### config.mk
export PLATFORM = sky130hd
export DESIGN_NAME = rr_block_dispatch
export DESIGN_NICKNAME = d
export VERILOG_FILES = /design/src/rtl/rr_disp_pkg.sv /design/src/rtl/rr_pick.sv /design/src/rtl/occ_slot.sv /design/src/rtl/rr_block_dispatch.sv
export SDC_FILE = /design/constraint.sdc
export NUM_CORES = 1
export LEC_CHECK = 0
export BUFFER_PORTS_ARGS = -buffer_cell sky130_fd_sc_hd__buf_2
export CORE_ASPECT_RATIO = 0.6
export CORE_MARGIN = 4
export CORE_UTILIZATION = 40
export DETAILED_ROUTE_END_ITERATION = 8
export PLACE_DENSITY = 0.61
export SETUP_SLACK_MARGIN = 0.5
export SLEW_MARGIN = 10
export SYNTH_ARGS = -nofsm -noshare
export SYNTH_HDL_FRONTEND = slang
export SYNTH_SLANG_ARGS = --single-unit
### constraint.sdc
create_clock -name clk -period 3.65 [get_ports clk]
set_input_delay 0 -clock clk [delete_from_list [all_inputs] [get_ports clk]]
set_output_delay 0 -clock clk [all_outputs]
set_load 0.005 [all_outputs]
### src/rtl/rr_disp_pkg.sv
package rr_disp_pkg;

  typedef enum logic {
    K_IDLE = 1'b0,
    K_RUN  = 1'b1
  } kstate_e;

  // Modular step around a ring of n positions.
  function automatic int wrap_add(input int base, input int off, input int n);
    int s;
    s = base + off;
    if (s >= n) s = s - n;
    return s;
  endfunction

endpackage

### src/rtl/rr_pick.sv
module rr_pick
  import rr_disp_pkg::*;
#(
  parameter int N  = 4,
  parameter int IW = (N > 1) ? $clog2(N) : 1
) (
  input  logic [N-1:0]  req,
  input  logic [IW-1:0] last,
  output logic [N-1:0]  gnt,
  output logic [IW-1:0] gnt_idx,
  output logic          any
);

  // Search starts one past the most recent winner and wraps.
  always_comb begin
    int c;
    gnt     = '0;
    gnt_idx = '0;
    any     = 1'b0;
    for (int off = 1; off <= N; off++) begin
      c = wrap_add(int'(last), off, N);
      if (!any && req[c]) begin
        any     = 1'b1;
        gnt[c]  = 1'b1;
        gnt_idx = IW'(c);
      end
    end
  end

endmodule

### src/rtl/occ_slot.sv
module occ_slot #(
  parameter int OCC_W = 4
) (
  input  logic             clk,
  input  logic             rst_n,
  input  logic             take,
  input  logic             free,
  input  logic [OCC_W-1:0] lim,
  output logic [OCC_W-1:0] occ,
  output logic             room
);

  logic dec_ok;

  // A completion on an empty core has nothing to retire.
  assign dec_ok = free && (occ != '0);
  assign room   = (occ < lim);

  always_ff @(posedge clk) begin
    if (!rst_n) begin
      occ <= '0;
    end else if (take && !dec_ok) begin
      occ <= occ + 1'b1;
    end else if (!take && dec_ok) begin
      occ <= occ - 1'b1;
    end
  end

endmodule

### src/rtl/rr_block_dispatch.sv
module rr_block_dispatch
  import rr_disp_pkg::*;
#(
  parameter int NUM_CORES = 4,
  parameter int CNT_W     = 16,
  parameter int OCC_W     = 4
) (
  input  logic                 clk,
  input  logic                 rst_n,
  input  logic                 launch_valid,
  output logic                 launch_ready,
  input  logic [CNT_W-1:0]     launch_count,
  input  logic [OCC_W-1:0]     launch_limit,
  output logic [NUM_CORES-1:0] assign_valid,
  input  logic                 assign_ready,
  output logic [CNT_W-1:0]     assign_index,
  input  logic [NUM_CORES-1:0] retire,
  output logic                 kernel_done
);

  localparam int IW = (NUM_CORES > 1) ? $clog2(NUM_CORES) : 1;
  localparam logic [IW-1:0] LAST_CORE = IW'(NUM_CORES - 1);

  kstate_e                          st;
  logic [CNT_W-1:0]                 total_q;
  logic [CNT_W-1:0]                 issued_q;
  logic [OCC_W-1:0]                 lim_q;
  logic [IW-1:0]                    last_q;
  logic                             hold_v;
  logic [IW-1:0]                    hold_idx;
  logic [NUM_CORES-1:0][OCC_W-1:0]  occ;
  logic [NUM_CORES-1:0]             room;
  logic [NUM_CORES-1:0]             req;
  logic [NUM_CORES-1:0]             arb_gnt;
  logic [IW-1:0]                    arb_idx;
  logic                             arb_any;
  logic [IW-1:0]                    sel_idx;
  logic                             more;
  logic                             offer;
  logic                             fire;
  logic                             launch_fire;
  logic                             fin;
  logic [NUM_CORES-1:0]             take;

  assign launch_ready = (st == K_IDLE);
  assign launch_fire  = launch_valid && launch_ready;
  assign more         = (st == K_RUN) && (issued_q != total_q);
  assign req          = room & {NUM_CORES{more}};

  rr_pick #(.N(NUM_CORES), .IW(IW)) u_pick (
    .req     (req),
    .last    (last_q),
    .gnt     (arb_gnt),
    .gnt_idx (arb_idx),
    .any     (arb_any)
  );

  // A stalled offer is locked so the target core cannot change under it.
  assign sel_idx = hold_v ? hold_idx : arb_idx;
  assign offer   = hold_v || (more && arb_any);
  assign fire    = offer && assign_ready;
  assign fin     = (st == K_RUN) && !more && (occ == '0);

  assign assign_index = issued_q;

  for (genvar g = 0; g < NUM_CORES; g++) begin : g_core
    assign assign_valid[g] = offer && (sel_idx == IW'(g));
    assign take[g]         = fire && (sel_idx == IW'(g));

    occ_slot #(.OCC_W(OCC_W)) u_slot (
      .clk   (clk),
      .rst_n (rst_n),
      .take  (take[g]),
      .free  (retire[g]),
      .lim   (lim_q),
      .occ   (occ[g]),
      .room  (room[g])
    );
  end

  always_ff @(posedge clk) begin
    if (!rst_n) begin
      st          <= K_IDLE;
      total_q     <= '0;
      issued_q    <= '0;
      lim_q       <= OCC_W'(1);
      last_q      <= LAST_CORE;
      hold_v      <= 1'b0;
      hold_idx    <= '0;
      kernel_done <= 1'b0;
    end else if (launch_fire) begin
      st          <= K_RUN;
      total_q     <= launch_count;
      issued_q    <= '0;
      lim_q       <= (launch_limit == '0) ? OCC_W'(1) : launch_limit;
      last_q      <= LAST_CORE;
      hold_v      <= 1'b0;
      kernel_done <= 1'b0;
    end else if (st == K_RUN) begin
      if (fire) begin
        issued_q <= issued_q + 1'b1;
        last_q   <= sel_idx;
        hold_v   <= 1'b0;
      end else if (offer) begin
        hold_v   <= 1'b1;
        hold_idx <= sel_idx;
      end
      if (fin) begin
        st          <= K_IDLE;
        kernel_done <= 1'b1;
      end
    end
  end

endmodule

==> flow_summary.yaml, run 1 <==
power:
  power.leakage_nw: 2.00
  power_total_mw: 3.03
  maximum_vdd_ir_drop_uv: 294
  power_per_standard_cell_area_nw_per_um2: 606
floorplanning:
  fp.dieH_um: 80.8
  die_area_sq_um: 10500
  floorplan.rows: 26
  design.portCount: 50
  core_area_sq_um: 8560
  die_w_um: 129
  initial_utilization_pct: 41.3
timing:
  timing.max_slew.rel_slack_pct: 53.8
  setup_slack_ns: 0.172
  fin_hold_viols: 0
  setup_repair_after_global_routing_missed_its_margin: "yes"
  worst_clock_skew_ns: 0.00574
  finalSetupTns_ns: 0
  slew_violations: 0
  finalCriticalPeriod_ns: 3.48
  whs_ns: 0.193
  fmax_mhz: 288
  worst-slew-pin-transition_ns: 0.691
  final-setup-viol-count: 0
  period_share_pct: 95.3
logic_synthesis:
  netlist_top_cells_area: "dfxtp_1, ha_1, xnor2_1"
  synth_warnings: 0
  syn_nets: 452
  syn_area_per_cell_sq_um: 8.95
  ys_seq_area_share_pct: 33.4
  count_of_flip_flops_with_a_built_in_enable_after_synthesis: 0
  synth_most_common_cell: "dfxtp_1"
  async_reset_ff_share_pct: 0
  ys_seq_elements: 59
  synthDominantAreaCellType: "dfxtp_1"
  synth_top_area_share_pct: 33.4
  yosys-top-cells-count: "dfxtp_1, nand2_1, xnor2_1"
  synth_cells: 395
  synthFlopType: "dfxtp_1"
  syn-cell-area_sq_um: 3530
  distinct_cell_type_count_of_the_synthesized_netlist: 57
cts:
  worst_setup_hold_path_clk_slew_ns: 0.05
  cts_tree: "built"
  cts_inserted_buffers: 9
  cts.path.max_buffers: 2
  clockRootBuffer: "clkbuf_16"
  tritoncts_num_sinks: 59
  htree_num_levels: 3
  insertion_delay_ns: 0.33
outcome:
  outcome: "complete, no violations"
global_routing:
  grt_pass1_wl_um: 16600
  initial_antenna_violation_count: 0
  largest_net_degree_at_the_start_of_global_routing: 42
  grt-ovfl-total: 0
  via_count_of_the_first_global_routing_pass: 3162
  globalRouteTotalUtil_pct: 20.6
final_layout:
  fin_cells: 622
  design_area_sq_um: 4990
  finish.net_count: 562
  drive_gt1_share_pct: 35.9
  n_antenna_cell: 0
  area.sequential_sq_um: 1200
  multi_input_gate_area_in_the_final_layout_sq_um: 2500
  fillerInstances: 732
  finish.utilization_pct: 58.4
  area_growth_pct: 41.3
placement:
  place_inst: 569
  io_buffer_count: 49
  placement_stage_cell_area_sq_um: 4120
  place_ws_ns: -0.0228
  place_hpwl_um: 7280
  globalplace.congestion: 0.835
route:
  drt-initial-drc-count: 301
  detailedRoute.firstPassIterationCount: 5
  route.antenna.remaining_nets: 0
  drt_wl_total_um: 10100
  drt-wirelength-per-cell_um: 16.2
  route.vias.total: 3282
  remaining_drc_errors: 0
  viasPerCell: 5.28
critical_path:
  crit_buf_inv: 3
  critical_path.top_delay_family: "simple AND/OR/NAND/NOR gates"
  timing.critical_path.slowest_cell_delay_ns: 0.38
  cp_max_fo: 4
  end_kind: "flop"
  required_ns: 3.91
  arr_time_crit_path_ns: 3.74
  path_cells: "clkinv_4, ha_4, nor2_1, or3_1, and3_1, a311oi_2, a21boi_2, buf_4, nor3b_2, ha_2, inv_4, ha_4, a21o_1, a21oi_2, xnor2_1, or3_1, a21boi_1"
  worstSetupPathType: "flop to flop"
  startpoint_type: "flop"
  crit_path_top_delay_cell: "or3_1"
min_path:
  worst_min_path_class: "primary input to flop"
flow_run:
  drv_cap: 0
cells in the final DEF, fill, tap and decap left out, types with 4 or more instances in the layout:
| cell type | n |
|---|---|
| a21o_1 | 4 |
| buf_2 | 49 |
| a21boi_1 | 4 |
| ha_2 | 4 |
| inv_4 | 4 |
| nand3_1 | 4 |
| inv_1 | 6 |
| and3_1 | 4 |
| clkbuf_16 | 9 |
| o21ai_0 | 7 |
| ha_4 | 11 |
| or4_1 | 5 |
| mux2i_1 | 6 |
| ha_1 | 10 |
| nand2_1 | 57 |
| nor2_1 | 11 |
| xnor2_1 | 29 |
| a21boi_0 | 19 |
| dlygate4sd3_1 | 20 |
| a21oi_1 | 16 |
| dfxtp_1 | 48 |
| dfxtp_2 | 10 |
| o21ai_1 | 15 |
| or3_1 | 16 |
| nor2b_1 | 8 |
| and2_1 | 9 |
| nand4_1 | 4 |
| a21oi_2 | 4 |
| nor3_2 | 4 |
| buf_4 | 40 |
sequential cells by signal, summed over array words and instances, names as in the netlist:
name / cells
hold_v: 1
kernel_done: 1
g_core.u_slot.occ: 16
assign_index: 16
lim_q: 4
last_q: 2
st: 1
hold_idx: 2
total_q: 16
final timing paths:
| kind | start | endpoint | slack (ns) | depth (start not counted) |
|---|---|---|---|---|
| max reg2reg | lim_q[3] | g_core[0].u_slot.occ[3] | 0.17 | 17 |
| max | lim_q[3] | g_core[0].u_slot.occ[3] | 0.17 | 17 |
| min | assign_ready | hold_idx[0] | 0.19 | 4 |
| min reg2reg | total_q[15] | total_q[15] | 0.48 | 2 |
timing repair:
item                                    in CTS  in global routing
hold endpoints to repair                    20                  0
pin swaps                                   27                 19
hold buffers                                20                  0
endpoints found under the setup margin      12                 12
buffers inserted                            13                  4
gates resized for setup                     39                 16
metal layers:
| metal | vias to the layer above | part of all wire (%) | GRT usage [%] |
|---|---|---|---|
| met4 | 0 | 0.95 | 5.03 |
| li1 | 1625 | - | - |
| met3 | 11 | 5.7 | 5.72 |
| met1 | 1541 | 54 | 31.7 |
| met2 | 105 | 39 | 27.8 |
| met5 | - | 0 | 0 |
where the power goes:
group / switching, mW / leakage [nW] / internal, mW
clock: 0.293 / 0.153 / 0.564
combinational: 0.637 / 1.36 / 0.701
sequential: 0.103 / 0.487 / 0.728
cells by family (layout without fill, tap and decap cells):
group	count (synthesis)	after routing	synth area share (%)
multiplexers	6	6	1.70
adder cells (fa/ha/maj)	29	29	11.1
XOR/XNOR	30	30	7.44
flip-flops	59	59	33.4
AND/OR/NAND/NOR	145	145	21.0
AO/OA/AOI/OAI	99	99	21.6
buffers and inverters	27	142	3.79
worst reg2reg max path: stages (launching register included):
cell	delay (ns)
dfxtp_2	0.36
clkinv_4	0.11
ha_4	0.27
nor2_1	0.05
or3_1	0.38
and3_1	0.19
a311oi_2	0.28
a21boi_2	0.16
buf_4	0.17
nor3b_2	0.14
ha_2	0.21
inv_4	0.08
ha_4	0.20
a21o_1	0.16
a21oi_2	0.14
xnor2_1	0.10
or3_1	0.30
a21boi_1	0.11
layout make-up:
class	instances	share of cell area (%)
multi-input cells	309	50.1
clock buffers	12	5.14
inverters	14	1.35
clock inverters	4	0.977
well taps	112	2.81
flip-flops and latches	59	24.0
repair buffers	112	15.6
Note: power is estimated with default switching activity, not from simulation.
==> run 2, diff against run 1 <==
- PLACE_DENSITY: 0.61 -> 0.72
==> flow_summary.yaml, run 2 (synthesis results as in run 1) <==
outcome:
  outcome: "complete, no violations"
floorplanning:
  fp.dieH_um: 80.8
  design.portCount: 50
  initial_utilization_pct: 41.3
  core_area_sq_um: 8560
  die_w_um: 129
  floorplan.rows: 26
  die_area_sq_um: 10500
global_routing:
  via_count_of_the_first_global_routing_pass: 3277
  largest_net_degree_at_the_start_of_global_routing: 42
  globalRouteTotalUtil_pct: 20.9
  grt-ovfl-total: 0
  initial_antenna_violation_count: 0
  grt_pass1_wl_um: 16800
route:
  drt-initial-drc-count: 235
  detailedRoute.firstPassIterationCount: 4
  route.vias.total: 3423
  route.antenna.remaining_nets: 0
  remaining_drc_errors: 0
  drt-wirelength-per-cell_um: 17.9
  viasPerCell: 5.39
  drt_wl_total_um: 11400
cts:
  insertion_delay_ns: 0.33
  cts_inserted_buffers: 9
  clockRootBuffer: "clkbuf_16"
  tritoncts_num_sinks: 59
  cts_tree: "built"
  cts.path.max_buffers: 2
  worst_setup_hold_path_clk_slew_ns: 0.05
  htree_num_levels: 3
placement:
  place_hpwl_um: 6840
  globalplace.congestion: 0.836
  io_buffer_count: 49
  place_inst: 562
timing:
  finalCriticalPeriod_ns: 3.51
  worst_clock_skew_ns: 0.00763
  setup_repair_after_global_routing_missed_its_margin: "yes"
  finalSetupTns_ns: 0
  fin_hold_viols: 0
  timing.max_slew.rel_slack_pct: 54.2
  period_share_pct: 96.2
  final-setup-viol-count: 0
  worst-slew-pin-transition_ns: 0.685
  slew_violations: 0
  fmax_mhz: 285
final_layout:
  finish.net_count: 575
  final_common_cell: "nand2_1"
  n_antenna_cell: 0
  drive_gt1_share_pct: 41.7
  fillerInstances: 644
  layout.cells.most_common_list: "nand2_1, buf_2, buf_4"
  multi_input_gate_area_in_the_final_layout_sq_um: 2590
  area_growth_pct: 48.9
  fin_cells: 635
  area.sequential_sq_um: 1220
critical_path:
  path_cells: "inv_4, ha_4, nor3_2, or3_4, a211o_1, a31oi_4, a21boi_4, buf_4, nor2_2, ha_2, inv_2, ha_1, a21o_1, a21oi_2, xnor2_1, or3_1, a21boi_1"
  crit_path_start: "lim_q[2]"
  arr_time_crit_path_ns: 3.78
  startpoint_type: "flop"
  required_ns: 3.92
  rr_startpoint: "lim_q[2]"
  critical_path.top_delay_family: "compound AO/OA/AOI/OAI gates"
  end_kind: "flop"
  crit_buf_inv: 3
  worstSetupPathType: "flop to flop"
  cp_max_fo: 4
  timing.critical_path.slowest_cell_delay_ns: 0.38
  crit_path_top_delay_cell: "or3_4"
power:
  power.leakage_nw: 2.13
  power_total_mw: 3.21
  maximum_vdd_ir_drop_uv: 293
  power_per_standard_cell_area_nw_per_um2: 610
min_path:
  hold_start: "rst_n"
  worst_min_path_class: "primary input to flop"
flow_run:
  drv_cap: 0
[run 2: per-layer routing]
layer  wire [um]  track usage (%)
met1        5060             29.1
met2        5110             31.6
met3         863             5.06
met4         318             7.86
met5           0                0
[run 2: repair_timing]
action                     in CTS  in global routing
pin swaps                      26                 32
buffers inserted               27                 10
gates resized for setup        44                 51
hold endpoints to repair       20                  0
hold buffers                   20                  0
setup endpoints to repair      12                 13
[run 2: cell type report]
type / instances / area share, %
clock inverters: 4 / 0.904
inverters: 14 / 1.14
well taps: 112 / 2.66
flip-flops and latches: 59 / 23.3
multi-input cells: 309 / 49.2
repair buffers: 125 / 17.7
clock buffers: 12 / 5.07
[run 2: path summary, 6_finish.rpt]
check                            endpoint  slack [ns]  depth (start not counted)
setup / recovery  g_core[3].u_slot.occ[3]        0.14                         17
hold / removal                   lim_q[0]        0.20                          2
setup reg to reg  g_core[3].u_slot.occ[3]        0.14                         17
hold reg to reg                  lim_q[1]        0.49                          2
[run 2: power breakdown]
group / switching, mW / internal [mW]
clock network: 0.299 / 0.581
registers: 0.123 / 0.726
logic: 0.711 / 0.769
total: 1.13 / 2.08
[run 2: worst reg2reg max path, delay by kind of cell (launching register included)]
| kind | cells | cell delay (ns) |
|---|---|---|
| compound gates | 6 | 1.12 |
| xor+xnor | 1 | 0.09 |
| fa+ha+maj | 3 | 0.75 |
| buf+inv | 3 | 0.29 |
| flops | 1 | 0.36 |
| simple gates | 4 | 0.85 |
[run 2: metrics by stage]
| stage | hold WS (ns) | setup slack [ns] | utilization (%) | area, sq um |
|---|---|---|---|---|
| finish | 0.196 | 0.137 | 61.5 | 5260 |
| global route | 0.235 | 0.0160 | 61.5 | 5260 |
| CTS | 0.200 | 0.224 | 58.1 | 4970 |
| detailed placement | 0.266 | 0.0475 | 47.6 | 4070 |
| global placement | 0.253 | 0.121 | 47.6 | 4070 |
| floorplan | 0.137 | 0.305 | - | 3620 |
==> run 3, diff against run 2 <==
- CAP_MARGIN: default -> 25
- PLACE_DENSITY: 0.72 -> 0.71
==> flow_summary.yaml, run 3 (synthesis results as in run 1) <==
cts:
  worst_setup_hold_path_clk_slew_ns: 0.06
  tritoncts_num_sinks: 59
  htree_num_levels: 3
  cts_inserted_buffers: 9
  insertion_delay_ns: 0.34
  clockRootBuffer: "clkbuf_16"
  cts_tree: "built"
  cts.path.max_buffers: 2
min_path:
  worst_min_path_class: "primary input to flop"
timing:
  worst_clock_skew_ns: 0.00735
  timing.max_slew.rel_slack_pct: 55.9
  period_share_pct: 96.2
  setup_slack_ns: 0.140
  finalCriticalPeriod_ns: 3.51
  fmax_mhz: 285
  final-setup-viol-count: 0
  slew_violations: 0
  setup_repair_after_global_routing_missed_its_margin: "yes"
  whs_ns: 0.207
  fin_hold_viols: 0
  worst-slew-pin-transition_ns: 0.662
global_routing:
  globalRouteTotalUtil_pct: 19.2
  largest_net_degree_at_the_start_of_global_routing: 42
  globalRouteMet1Util_pct: 26.2
  gr-usage-met3_pct: 5.26
  initial_antenna_violation_count: 0
  use_met2_pct: 29.1
  via_count_of_the_first_global_routing_pass: 3112
  grt_pass1_wl_um: 15500
  gr-max-usage-layer: "met2"
  grt-ovfl-total: 0
placement:
  globalplace.congestion: 0.884
  io_buffer_count: 49
  place_ws_ns: -0.00195
  place_hpwl_um: 6900
route:
  route.vias.total: 3239
  route.antenna.remaining_nets: 0
  drt-initial-drc-count: 144
  viasPerCell: 5.27
  drt_wl_total_um: 9630
  remaining_drc_errors: 0
  drt-wirelength-per-cell_um: 15.7
  detailedRoute.firstPassIterationCount: 4
final_layout:
  fillerInstances: 755
  n_antenna_cell: 0
  drive_gt1_share_pct: 34.6
  area_growth_pct: 37.6
  finish.utilization_pct: 56.8
  finish.net_count: 555
  layout.cells.most_common_list: "nand2_1, buf_2, dfxtp_1"
  final_common_cell: "nand2_1"
critical_path:
  end_kind: "flop"
  critical_path.top_delay_family: "compound AO/OA/AOI/OAI gates"
  crit_path_top_delay_cell: "or3_4"
  cp_max_fo: 6
  path_cells: "inv_4, ha_4, a2111oi_4, or3_4, a211o_1, a31oi_4, a21boi_4, buf_4, nor2_2, ha_2, inv_2, ha_1, a21o_1, a21oi_2, xnor2_1, or3_1, a21boi_1"
  worstSetupPathType: "flop to flop"
  required_ns: 3.91
  timing.critical_path.slowest_cell_delay_ns: 0.41
  crit_buf_inv: 3
  startpoint_type: "flop"
  arr_time_crit_path_ns: 3.77
power:
  power_per_standard_cell_area_nw_per_um2: 613
  maximum_vdd_ir_drop_uv: 338
  power.leakage_nw: 1.98
floorplanning:
  die_area_sq_um: 10500
  die_w_um: 129
  design.portCount: 50
  core_area_sq_um: 8560
  floorplan.rows: 26
  fp.dieH_um: 80.8
  initial_utilization_pct: 41.3
outcome:
  outcome: "complete, no violations"
flow_run:
  drv_cap: 0
run 3: changes by cell type in the layout (fill, tap and decap cells not counted), sizes merged:
cell / delta
buf: -20
clkbuf: -2
clkinv: +2
run 3: worst paths after layout:
check        cells after the start  slack, ns                      end  startpoint
min                              2       0.21                 lim_q[0]       rst_n
max reg2reg                     17       0.14  g_core[1].u_slot.occ[3]    lim_q[1]
max                             17       0.14  g_core[1].u_slot.occ[3]    lim_q[1]
min reg2reg                      2       0.47                 lim_q[3]    lim_q[3]
run 3: stage by stage:
stage | area, sq um | power (mW) | instances | setup TNS [ns]
finish | 4860 | 2.98 | 615 | 0
CTS | 4730 | 2.87 | 609 | 0
global placement | 4090 | 1.85 | 564 | 0
floorplan | 3620 | 1.67 | 395 | 0
detailed placement | 4090 | 1.89 | 564 | -0.00195
global route | 4860 | 3.18 | 615 | -0.0201
run 3: area by class of cell:
class                      instances  area, sq um  share of cell area (%)
clock buffer                      10          239                    4.92
clock inverter                     6         65.1                    1.34
inverter                          14         55.1                    1.13
multi-input combinational        309         2440                    50.3
sequential                        59         1200                    24.6
tap                              112          140                    2.88
timing repair buffer             105          719                    14.8
run 3: repair_timing:
action	CTS	global route
buffers inserted	9	6
pin swaps	16	22
resized for setup	20	19
hold endpoints to repair	20	0
gates cloned	0	0
endpoints found under the setup margin	12	12
hold buffers	20	0
run 3: report_power, final:
group / total, mW / internal (mW) / switching [mW]
sequential: 0.838 / 0.727 / 0.110
clock: 0.851 / 0.546 / 0.305
combinational: 1.29 / 0.668 / 0.622
run 3: worst register-to-register path: stages, from the launching register on:
cell	delay [ns]
dfxtp_2	0.35
inv_4	0.06
ha_4	0.27
a2111oi_4	0.08
or3_4	0.41
a211o_1	0.32
a31oi_4	0.23
a21boi_4	0.10
buf_4	0.18
nor2_2	0.12
ha_2	0.19
inv_2	0.05
ha_1	0.26
a21o_1	0.17
a21oi_2	0.13
xnor2_1	0.08
or3_1	0.31
a21boi_1	0.12
run 3: per-layer routing:
metal | vias to the layer above | share of wire (%)
met5 | - | 0
met2 | 94 | 43
met1 | 1524 | 48
met4 | 0 | 1.6
met3 | 13 | 7.2
li1 | 1608 | -
